===== config.mk =====
export PLATFORM = sky130hd
export DESIGN_NAME = lpc_mem_target
export DESIGN_NICKNAME = d
export VERILOG_FILES = /design/src/rtl/lpc_tgt_pkg.sv /design/src/rtl/lpc_tgt_capture.sv /design/src/rtl/lpc_tgt_fsm.sv /design/src/rtl/lpc_mem_target.sv
export SDC_FILE = /design/constraint.sdc
export NUM_CORES = 1
export LEC_CHECK = 0
export CORE_ASPECT_RATIO = 0.6
export CORE_MARGIN = 2
export CORE_UTILIZATION = 40
export DETAILED_ROUTE_END_ITERATION = 8
export PLACE_DENSITY = 0.74
export SETUP_SLACK_MARGIN = 0.1
export SLEW_MARGIN = 20
export SYNTH_ARGS = -nofsm -noshare
export SYNTH_HDL_FRONTEND = slang
export SYNTH_SLANG_ARGS = --single-unit

===== constraint.sdc =====
create_clock -name clk -period 1.5 [get_ports clk]
set_input_delay 0.375 -clock clk [delete_from_list [all_inputs] [get_ports clk]]
set_output_delay 0.375 -clock clk [all_outputs]
set_load 0.005 [all_outputs]

===== src/rtl/lpc_tgt_pkg.sv =====
package lpc_tgt_pkg;

    localparam int NIB_W = 4;

    typedef enum logic [3:0] {
        S_IDLE,
        S_TYPE,
        S_ADDR,
        S_WLO,
        S_WHI,
        S_HTAR1,
        S_HTAR2,
        S_RWAIT,
        S_SYNC,
        S_RLO,
        S_RHI,
        S_TTAR1,
        S_TTAR2
    } tgt_state_e;

    localparam logic [NIB_W-1:0] NIB_START     = 4'b0000;
    localparam logic [NIB_W-1:0] NIB_SYNC_OK   = 4'b0000;
    localparam logic [NIB_W-1:0] NIB_SYNC_WAIT = 4'b0110;
    localparam logic [NIB_W-1:0] NIB_TAR       = 4'b1111;
    localparam logic [2:0]       TYPE_MEM_RD   = 3'b010;
    localparam logic [2:0]       TYPE_MEM_WR   = 3'b011;

endpackage


===== src/rtl/lpc_tgt_capture.sv =====
module lpc_tgt_capture
    import lpc_tgt_pkg::*;
#(
    parameter int ADDR_W = 32,
    parameter int DATA_W = 8
) (
    input  logic              clk,
    input  logic              rst_n,
    input  logic [NIB_W-1:0]  lad_in,
    input  logic              addr_shift,
    input  logic [DATA_W/NIB_W-1:0] wnib_take,
    input  logic              rd_take,
    input  logic [DATA_W-1:0] core_rdata,
    output logic [ADDR_W-1:0] addr_q,
    output logic [ADDR_W-1:0] addr_nxt,
    output logic [DATA_W-1:0] wdata,
    output logic [DATA_W-1:0] rdata_q
);

    localparam int DNIBS = DATA_W / NIB_W;

    assign addr_nxt = {addr_q[ADDR_W-NIB_W-1:0], lad_in};

    always_ff @(posedge clk or negedge rst_n) begin
        if (!rst_n) begin
            addr_q <= '0;
        end else if (addr_shift) begin
            addr_q <= addr_nxt;
        end
    end

    // One register per data nibble; bus order is low nibble first.
    for (genvar g = 0; g < DNIBS; g++) begin : g_wnib
        logic [NIB_W-1:0] nib_q;
        always_ff @(posedge clk or negedge rst_n) begin
            if (!rst_n) begin
                nib_q <= '0;
            end else if (wnib_take[g]) begin
                nib_q <= lad_in;
            end
        end
        assign wdata[g*NIB_W +: NIB_W] = nib_q;
    end

    always_ff @(posedge clk or negedge rst_n) begin
        if (!rst_n) begin
            rdata_q <= '0;
        end else if (rd_take) begin
            rdata_q <= core_rdata;
        end
    end

endmodule


===== src/rtl/lpc_tgt_fsm.sv =====
module lpc_tgt_fsm
    import lpc_tgt_pkg::*;
#(
    parameter int ADDR_W = 32,
    parameter int DATA_W = 8,
    parameter int ID_W   = 4,
    parameter int ID_LSB = 20
) (
    input  logic              clk,
    input  logic              rst_n,
    input  logic              frame_n,
    input  logic [NIB_W-1:0]  lad_in,
    input  logic              chip_en_n,
    input  logic [ID_W-1:0]   strap_id,
    input  logic [ADDR_W-1:0] addr_nxt,
    input  logic [DATA_W-1:0] rdata_q,
    input  logic              core_rdy,
    output logic              addr_shift,
    output logic [DATA_W/NIB_W-1:0] wnib_take,
    output logic              rd_take,
    output logic [NIB_W-1:0]  lad_out,
    output logic              lad_oe,
    output logic              core_rd_req,
    output logic              core_wr_req
);

    localparam int ADDR_NIBS = ADDR_W / NIB_W;
    localparam int CNT_W     = $clog2(ADDR_NIBS);
    localparam logic [CNT_W-1:0] ADDR_LAST = CNT_W'(ADDR_NIBS - 1);

    tgt_state_e       state_q, state_d;
    logic [CNT_W-1:0] cnt_q, cnt_d;
    logic             is_wr_q, is_wr_d;
    logic             ce_q;
    logic             id_ok;

    assign id_ok = (addr_nxt[ID_LSB +: ID_W] == ~strap_id);

    // State register
    always_ff @(posedge clk or negedge rst_n) begin
        if (!rst_n) begin
            state_q <= S_IDLE;
            cnt_q   <= '0;
            is_wr_q <= 1'b0;
            ce_q    <= 1'b0;
        end else begin
            state_q <= state_d;
            cnt_q   <= cnt_d;
            is_wr_q <= is_wr_d;
            ce_q    <= ~chip_en_n;
        end
    end

    // Next state
    always_comb begin
        state_d = state_q;
        cnt_d   = cnt_q;
        is_wr_d = is_wr_q;
        if (!frame_n) begin
            state_d = (lad_in == NIB_START && ce_q) ? S_TYPE : S_IDLE;
        end else begin
            unique case (state_q)
                S_IDLE:  state_d = S_IDLE;
                S_TYPE: begin
                    cnt_d = '0;
                    if (lad_in[3:1] == TYPE_MEM_RD) begin
                        is_wr_d = 1'b0;
                        state_d = S_ADDR;
                    end else if (lad_in[3:1] == TYPE_MEM_WR) begin
                        is_wr_d = 1'b1;
                        state_d = S_ADDR;
                    end else begin
                        state_d = S_IDLE;
                    end
                end
                S_ADDR: begin
                    if (cnt_q == ADDR_LAST) begin
                        if (!id_ok)       state_d = S_IDLE;
                        else if (is_wr_q) state_d = S_WLO;
                        else              state_d = S_HTAR1;
                    end else begin
                        cnt_d = cnt_q + 1'b1;
                    end
                end
                S_WLO:   state_d = S_WHI;
                S_WHI:   state_d = S_HTAR1;
                S_HTAR1: state_d = S_HTAR2;
                S_HTAR2: state_d = is_wr_q ? S_SYNC : S_RWAIT;
                S_RWAIT: state_d = core_rdy ? S_SYNC : S_RWAIT;
                S_SYNC:  state_d = is_wr_q ? S_TTAR1 : S_RLO;
                S_RLO:   state_d = S_RHI;
                S_RHI:   state_d = S_TTAR1;
                S_TTAR1: state_d = S_TTAR2;
                S_TTAR2: state_d = S_IDLE;
                default: state_d = S_IDLE;
            endcase
        end
    end

    // Outputs
    always_comb begin
        addr_shift  = frame_n && (state_q == S_ADDR);
        wnib_take   = {frame_n && (state_q == S_WHI), frame_n && (state_q == S_WLO)};
        rd_take     = frame_n && (state_q == S_RWAIT) && core_rdy;
        core_rd_req = 1'b0;
        core_wr_req = 1'b0;
        lad_oe      = 1'b0;
        lad_out     = NIB_TAR;
        unique case (state_q)
            S_RWAIT: begin
                lad_oe      = 1'b1;
                lad_out     = NIB_SYNC_WAIT;
                core_rd_req = 1'b1;
            end
            S_SYNC: begin
                lad_oe      = 1'b1;
                lad_out     = NIB_SYNC_OK;
                core_wr_req = is_wr_q;
            end
            S_RLO: begin
                lad_oe  = 1'b1;
                lad_out = rdata_q[NIB_W-1:0];
            end
            S_RHI: begin
                lad_oe  = 1'b1;
                lad_out = rdata_q[2*NIB_W-1:NIB_W];
            end
            S_TTAR1: begin
                lad_oe  = 1'b1;
                lad_out = NIB_TAR;
            end
            default: begin
                lad_oe  = 1'b0;
            end
        endcase
    end

    AST_WR_SINGLE_PULSE: assert property (@(posedge clk) disable iff (!rst_n)
        core_wr_req |=> !core_wr_req);
    AST_WR_WITH_SYNC: assert property (@(posedge clk) disable iff (!rst_n)
        core_wr_req |-> (lad_oe && lad_out == NIB_SYNC_OK));
    AST_RD_WITH_WAIT: assert property (@(posedge clk) disable iff (!rst_n)
        core_rd_req |-> (lad_oe && lad_out == NIB_SYNC_WAIT));
    AST_RD_HELD: assert property (@(posedge clk) disable iff (!rst_n)
        (core_rd_req && !core_rdy && frame_n) |=> core_rd_req);
    AST_TAR_RELEASE: assert property (@(posedge clk) disable iff (!rst_n)
        (state_q == S_TTAR1) |=> !lad_oe);
    AST_FRAME_RELEASE: assert property (@(posedge clk) disable iff (!rst_n)
        !frame_n |=> !lad_oe);
    AST_NO_CLAIM_NO_CE: assert property (@(posedge clk) disable iff (!rst_n)
        (!frame_n && !ce_q) |=> (state_q == S_IDLE));

endmodule


===== src/rtl/lpc_mem_target.sv =====
module lpc_mem_target
    import lpc_tgt_pkg::*;
#(
    parameter int ADDR_W = 32,
    parameter int DATA_W = 8,
    parameter int ID_W   = 4,
    parameter int ID_LSB = 20
) (
    input  logic              clk,
    input  logic              rst_n,
    input  logic              frame_n,
    input  logic [3:0]        lad_in,
    output logic [3:0]        lad_out,
    output logic              lad_oe,
    input  logic              chip_en_n,
    input  logic [ID_W-1:0]   strap_id,
    output logic [ADDR_W-1:0] core_addr,
    output logic [DATA_W-1:0] core_wdata,
    output logic              core_wr_req,
    output logic              core_rd_req,
    input  logic [DATA_W-1:0] core_rdata,
    input  logic              core_rdy
);

    localparam int DNIBS = DATA_W / NIB_W;

    logic              addr_shift;
    logic [DNIBS-1:0]  wnib_take;
    logic              rd_take;
    logic [ADDR_W-1:0] addr_nxt;
    logic [DATA_W-1:0] rdata_q;

    lpc_tgt_fsm #(
        .ADDR_W (ADDR_W),
        .DATA_W (DATA_W),
        .ID_W   (ID_W),
        .ID_LSB (ID_LSB)
    ) u_fsm (
        .clk         (clk),
        .rst_n       (rst_n),
        .frame_n     (frame_n),
        .lad_in      (lad_in),
        .chip_en_n   (chip_en_n),
        .strap_id    (strap_id),
        .addr_nxt    (addr_nxt),
        .rdata_q     (rdata_q),
        .core_rdy    (core_rdy),
        .addr_shift  (addr_shift),
        .wnib_take   (wnib_take),
        .rd_take     (rd_take),
        .lad_out     (lad_out),
        .lad_oe      (lad_oe),
        .core_rd_req (core_rd_req),
        .core_wr_req (core_wr_req)
    );

    lpc_tgt_capture #(
        .ADDR_W (ADDR_W),
        .DATA_W (DATA_W)
    ) u_cap (
        .clk        (clk),
        .rst_n      (rst_n),
        .lad_in     (lad_in),
        .addr_shift (addr_shift),
        .wnib_take  (wnib_take),
        .rd_take    (rd_take),
        .core_rdata (core_rdata),
        .addr_q     (core_addr),
        .addr_nxt   (addr_nxt),
        .wdata      (core_wdata),
        .rdata_q    (rdata_q)
    );

endmodule


# After elaboration in Yosys (flattened, before gate mapping)
# Cells that the tools add are included.
[totals] register_bits=57 output_inout_bits=47
[classes] muxes=19 reduce_logical=12 n_eq_ne=17 add_sub_neg=1 bitwise=2
[op_table] operator="4-bit one-hot mux with 11 select lines" n=1
[op_table] operator="4-bit 2-to-1 mux" n=6
[op_table] operator="4-bit by 3-bit equality test with 1-bit output (second input constant)" n=4
[op_table] operator="4-bit equality test (second input constant)" n=4
[op_table] operator="4-bit one-hot mux with 4 select lines" n=1
[op_table] operator="4-bit by 2-bit equality test with 1-bit output (second input constant)" n=2
[op_table] operator="3-bit by 2-bit equality test with 1-bit output (second input constant)" n=2
[op_table] operator="1-bit logical AND" n=6
[op_table] operator="1-bit 2-to-1 mux" n=6
[op_table] operator="3-bit 2-to-1 mux" n=2
[op_table] operator="3-bit one-hot mux with 2 select lines" n=1
[op_table] operator="3-bit AND reduction" n=2
[op_table] operator="5-bit OR reduction" n=1
[op_table] operator="4-bit by 1-bit equality test with 1-bit output (second input constant)" n=1
[op_table] operator="4-bit equality test" n=1
[op_table] operator="4-bit zero test" n=1
[op_table] operator="2-bit 2-to-1 mux" n=2
[op_table] operator="4-bit inverter" n=1
[op_table] operator="2-bit nonzero test" n=2
[op_table] operator="3-bit by 1-bit adder with 3-bit output (second input constant)" n=1
[op_table] operator="3-bit equality test (second input constant)" n=1
[op_table] operator="3-bit by 2-bit inequality test with 1-bit output (second input constant)" n=1
[op_table] operator="2-bit inequality test (second input constant)" n=1
[op_table] operator="1-bit inverter" n=1

# Depth between registers and ports, before layout
# Gate-level depths: netlist of the first run.
[logic_depth] depth_word=6 depth_mapped=7 ltp_nobuf=6

# Cells and area by module
# From an unflattened synthesis of the first run, not the netlist that was laid out.
[unflattened] cells_unflattened=229 area_unflattened_um2=2944.1
[modules_own_cells] module="lpc_tgt_capture" instances=1 cells_per_inst=133 area_each_um2=2170.8
[modules_own_cells] module="lpc_tgt_fsm" instances=1 cells_per_inst=96 area_each_um2=773.2

# Worst setup path before layout of the first run
# No wires, ideal clock.
[synth_path] path_type="register to register" from="reg u_fsm.state_q[3]" to="reg u_cap.rdata_q[0]" path_slack_ns=-0.116 path_stages_with_launch=8 t_arrival_ns=1.491 setup_ns=0.125 period_less_slack_ns=1.616 required_ns=1.375 cell_sequence="dfrtp_1 -> inv_1 -> ha_1 -> nand3_2 -> inv_2 -> and3_1 -> buf_4 -> mux2_2"
[synth_via] elab_chain_len=3
[synth_lines] element="start: declaration" line_no="lpc_tgt_fsm.sv:31" text="tgt_state_e state_q, state_d;"
[synth_lines] element="start signal: assignment" line_no="lpc_tgt_fsm.sv:47" text="state_q <= state_d;"
[synth_lines] element="4-bit by 3-bit equality test with 1-bit output" line_no="lpc_tgt_fsm.sv:104" text="rd_take = frame_n && (state_q == S_RWAIT) && core_rdy;"
[synth_lines] element="1-bit logical AND (2 in a row)" line_no="lpc_tgt_fsm.sv:104"
[synth_lines] element="end signal: assignment" line_no="lpc_tgt_capture.sv:49" text="rdata_q <= core_rdata;"
[synth_lines] element="end: declaration" line_no="lpc_tgt_capture.sv:17" text="output logic [DATA_W-1:0] rdata_q"
# No other way between the ends.
# A chain may end at the register's enable or synchronous reset.

# Worst setup path after layout of the first run
[layout_path] from="reg u_fsm.state_q[0]" to="out lad_out[3]"
[layout_via] elab_chain_len=2
[layout_lines] element="4-bit equality test / 4-bit by 3-bit equality test with 1-bit output (equally long branches)" line_no="lpc_tgt_fsm.sv:109" text="unique case (state_q)"
[layout_lines] element="4-bit one-hot mux with 4 select lines *" line_no="lpc_tgt_fsm.sv:109"
[layout_lines] element="end: declaration" line_no="lpc_mem_target.sv:13" text="output logic [3:0] lad_out,"
# Mark *: on every way between the ends. The rest lies on a longest branch, timed or not.

==> impl_metrics.toml, run 1 <==
[power]
power.density_cell_area_nw_per_um2 = 798.6
static-leakage-power_uw = 0.002289
vdd_drop_max_mv = 0.4768

[critical_path]
critical_path.startpoint = "u_fsm.state_q[0]$_DFFE_PN0P_"
cp.buffers_inverters = 2
required_ns = 1.12
timing.critical_path.max_delay_family = "flip-flops"
library_cell_contributing_the_largest_single_delay_on_the_critical_path = "sky130_fd_sc_hd__dfrtp_2"
worst-endpoint-arrival_ns = 1.52
end_kind = "output pin"
crit_fanout = 5
rr_startpoint = "u_fsm.state_q[0]$_DFFE_PN0P_"
path_class = "reg -> out"
critPathMostFrequentCell = "sky130_fd_sc_hd__nand2_1"
critical_path.startpoint_type = "register"
critPathMaxStageDelay_ns = 0.44
crit_chain = "buf_4, nand2_1, nand2_1, o21ai_0, a21oi_2, buf_2"

[clock_tree]
clkTransAtPathRegs_ns = 0.08
cts_hold_buf = 0
cts_num_sinks = 57
cts_inserted_buffers = 9
number_of_h_tree_levels = 3
clk_latency_ns = 0.36
cts_root_buf = "sky130_fd_sc_hd__clkbuf_8"
tritoncts = "done"
ctsLongestPathBuffers = 2

[floorplanning]
fp-row-count = 22
floorplan.die_area_um2 = 7195
floorplan.io_pins = 68
die_y_um = 66.51
coreArea_um2 = 6193
die_x_um = 108.2
start_util_pct = 42.06

[finish]
n_fill_cell = 389
antenna_cells = 0
post_route_cells_drive_above_1_share_pct = 53.44
num-nets-final = 384
flow.area_growth_from_synthesis_pct = 73.44
final_area_um2 = 4518

[run_status]
outcome = "complete, but fails checks"
violations = "setup timing"

[sta]
report.final.setup_viol = 63
finalSetupTns_ns = -13.72
postLayoutSetupSlackWorst_ns = -0.3968
timing.fmax_ghz = 0.5272
hold_ws_ns = 0.009506
clock-skew-final_ns = 0.01381
worst_rel_slew_slack_pct = 78.38
timing.final.max_slew_violations = 0
report.final.hold_viol_count = 0
min_period_over_period_pct = 126.5
minimum_period_implied_by_the_final_worst_setup_slack_ns = 1.897
grt_setup_unrepaired = "yes"
tightest_slew_ns = 0.3243

[synth]
sequential_element_share_of_the_synthesized_area_pct = 54.76
synthesis.area_um2 = 2605
synth-edff-count = 0
ys_ff_latch = 57
post-synth-top-area-fraction_pct = 54.76
dominantRegCellSynth = "sky130_fd_sc_hd__dfrtp_1"
yosysWarnings = 0
asyncSetResetFlopFracSynth_pct = 100.0
postSynthNetCount = 227
syn_avg_cell_area_um2 = 12.96
yosys-top-cells-area = "sky130_fd_sc_hd__dfrtp_1 55%, sky130_fd_sc_hd__mux2_2 21%, sky130_fd_sc_hd__ha_1 2.4%"
syn-instance-count = 201
netlist-cell-type-count = 41
biggest_area_consumer_among_synthesized_cells = "sky130_fd_sc_hd__dfrtp_1"

[routing]
met2_wire_length_um = 3867
drc = 0
route.top_layer_used = "met4"
via_count = 2389
routed_wire_length_per_instance_um = 18.77
dr_wl_met3_um = 688
detail_route.wirelength_um = 8390
wl_met1_um = 3673
drt_pass1_iterations = 5
detail_route.iter0.violations = 161
antenna_left = 0
via_to_cell_ratio = 5.345

[global_route]
grt_overflow = 0
maximum_number_of_pins_on_one_net_before_global_route_repair = 58
groute.usage.overall_pct = 22.67
first_pass_grt_wire_length_um = 12050
antenna_violations_before_repair = 0
number_of_global_route_vias_before_repair = 2324

[placement]
placement.io_buffers = 67
globalplace.congestion = 0.8445
place_hpwl_um = 4490
postPlaceCellArea_um2 = 3649

[min_path]
hp-class = "in -> async"

[job]
timing.max_cap.violations = 0
stage by stage:
step / cells / worst slack (ns) / power (uW) / util [%]
2_1_floorplan: 201 / -0.01933 / 1651 / -
3_3_place_gp: 378 / -0.3114 / 1777 / 58.91
3_5_place_dp: 378 / -0.3689 / 1785 / 58.91
4_1_cts: 428 / -0.3189 / 3596 / 69.84
5_1_grt: 447 / -0.4307 / 3725 / 72.95
6_report: 447 / -0.3968 / 3608 / 72.95
worst register-to-register path: stages, from the launching register on:
cell and delay, ns:
sky130_fd_sc_hd__dfrtp_2 0.46, sky130_fd_sc_hd__buf_4 0.18, sky130_fd_sc_hd__buf_6 0.14, sky130_fd_sc_hd__nand4b_4 0.25
sky130_fd_sc_hd__buf_12 0.20, sky130_fd_sc_hd__o221ai_2 0.20, sky130_fd_sc_hd__nand4bb_1 0.18, sky130_fd_sc_hd__o211ai_1 0.11
sequential cells by signal (all words and copies together) (netlist names):
register and count:
u_cap.g_wnib.nib_q 8, u_fsm.cnt_q 3, u_fsm.ce_q 1, u_fsm.state_q 4, u_cap.rdata_q 8, u_fsm.is_wr_q 1, u_cap.addr_q 32
power breakdown:
| part | internal [uW] | switching, uW | total, uW |
|---|---|---|---|
| combinational | 106 | 97.3 | 203 |
| sequential | 1550 | 17.0 | 1570 |
| clock | 1120 | 716 | 1840 |
synth_stat cells, types with 3 or more instances:
master,count
sky130_fd_sc_hd__a21oi_1,5
sky130_fd_sc_hd__and3_1,3
sky130_fd_sc_hd__buf_2,7
sky130_fd_sc_hd__buf_6,3
sky130_fd_sc_hd__dfrtp_1,57
sky130_fd_sc_hd__ha_1,5
sky130_fd_sc_hd__inv_1,3
sky130_fd_sc_hd__mux2_2,48
sky130_fd_sc_hd__nand2_1,11
sky130_fd_sc_hd__nand3_1,4
sky130_fd_sc_hd__nor2_1,9
sky130_fd_sc_hd__o21ai_0,10
sky130_fd_sc_hd__xnor2_1,4
final cells by class:
| class | instances | area [um^2] | share of cell area, % |
|---|---|---|---|
| sequential | 57 | 1429 | 31.63 |
| multi-input combinational | 127 | 1251 | 27.69 |
| tap | 84 | 105.1 | 2.326 |
| timing repair buffer | 158 | 1465 | 32.43 |
| clock inverter | 7 | 125.1 | 2.769 |
| clock buffer | 9 | 123.9 | 2.742 |
| inverter | 5 | 18.77 | 0.4154 |
cell usage in the layout (no fill, tap or decap), drive strengths merged, types with 2 or more instances in the layout:
cell	count
nand2	11
and4bb	2
xnor2	4
nor2	9
inv	7
clkdlybuf4s15	26
mux2	50
a31oi	2
a22oi	2
dlygate4sd2	14
ha	5
and3	3
clkdlybuf4s50	19
a21oi	5
clkinv	2
bufinv	3
buf	98
dfrtp	57
nand3	5
o21ai	11
clkbuf	9
metal layers:
layer  vias to the layer above  global-route usage [%]
met2                       117                   34.36
li1                       1041                       -
met4                         0                   8.013
met1                      1214                   31.28
met5                         -                       0
met3                        17                   6.360
path summary, 6_finish.rpt:
| path | end | slack (ns) | cells after the start |
|---|---|---|---|
| min reg2reg | u_cap.addr_q[28]$_DFFE_PN0P_ | 0.50 | 1 |
| min in group clk | u_fsm.ce_q$_DFF_PN0_ | 0.50 | 2 |
| max reg2reg | u_fsm.state_q[2]$_DFFE_PN0P_ | -0.34 | 7 |
| max in group asynchronous | u_fsm.state_q[1]$_DFFE_PN0P_ | 1.23 | 2 |
| max | lad_out[3] | -0.40 | 6 |
| min | u_cap.addr_q[16]$_DFFE_PN0P_ | 0.01 | 2 |
logic make-up after synthesis:
| group | after synthesis | synth area share (%) |
|---|---|---|
| adder cells (fa/ha/maj) | 5 | 2.402 |
| AO/OA/AOI/OAI | 27 | 6.388 |
| XOR/XNOR | 4 | 1.345 |
| multiplexers | 51 | 22.14 |
| AND/OR/NAND/NOR | 40 | 9.174 |
| flip-flops | 57 | 54.76 |
| buffers and inverters | 17 | 3.794 |
what timing repair did:
item,4_1_cts,5_1_grt
gates cloned,2,0
pin swaps,11,6
buffers inserted,33,21
endpoints found under the setup margin,103,92
resized for setup,117,30
(Power assumes the default switching activity.)
==> inputs of run 2 (changes only) <==
- SLEW_MARGIN: 20 -> default
==> results of run 2 <==
Final layout, timing and power as in run 1 (identical DEF).
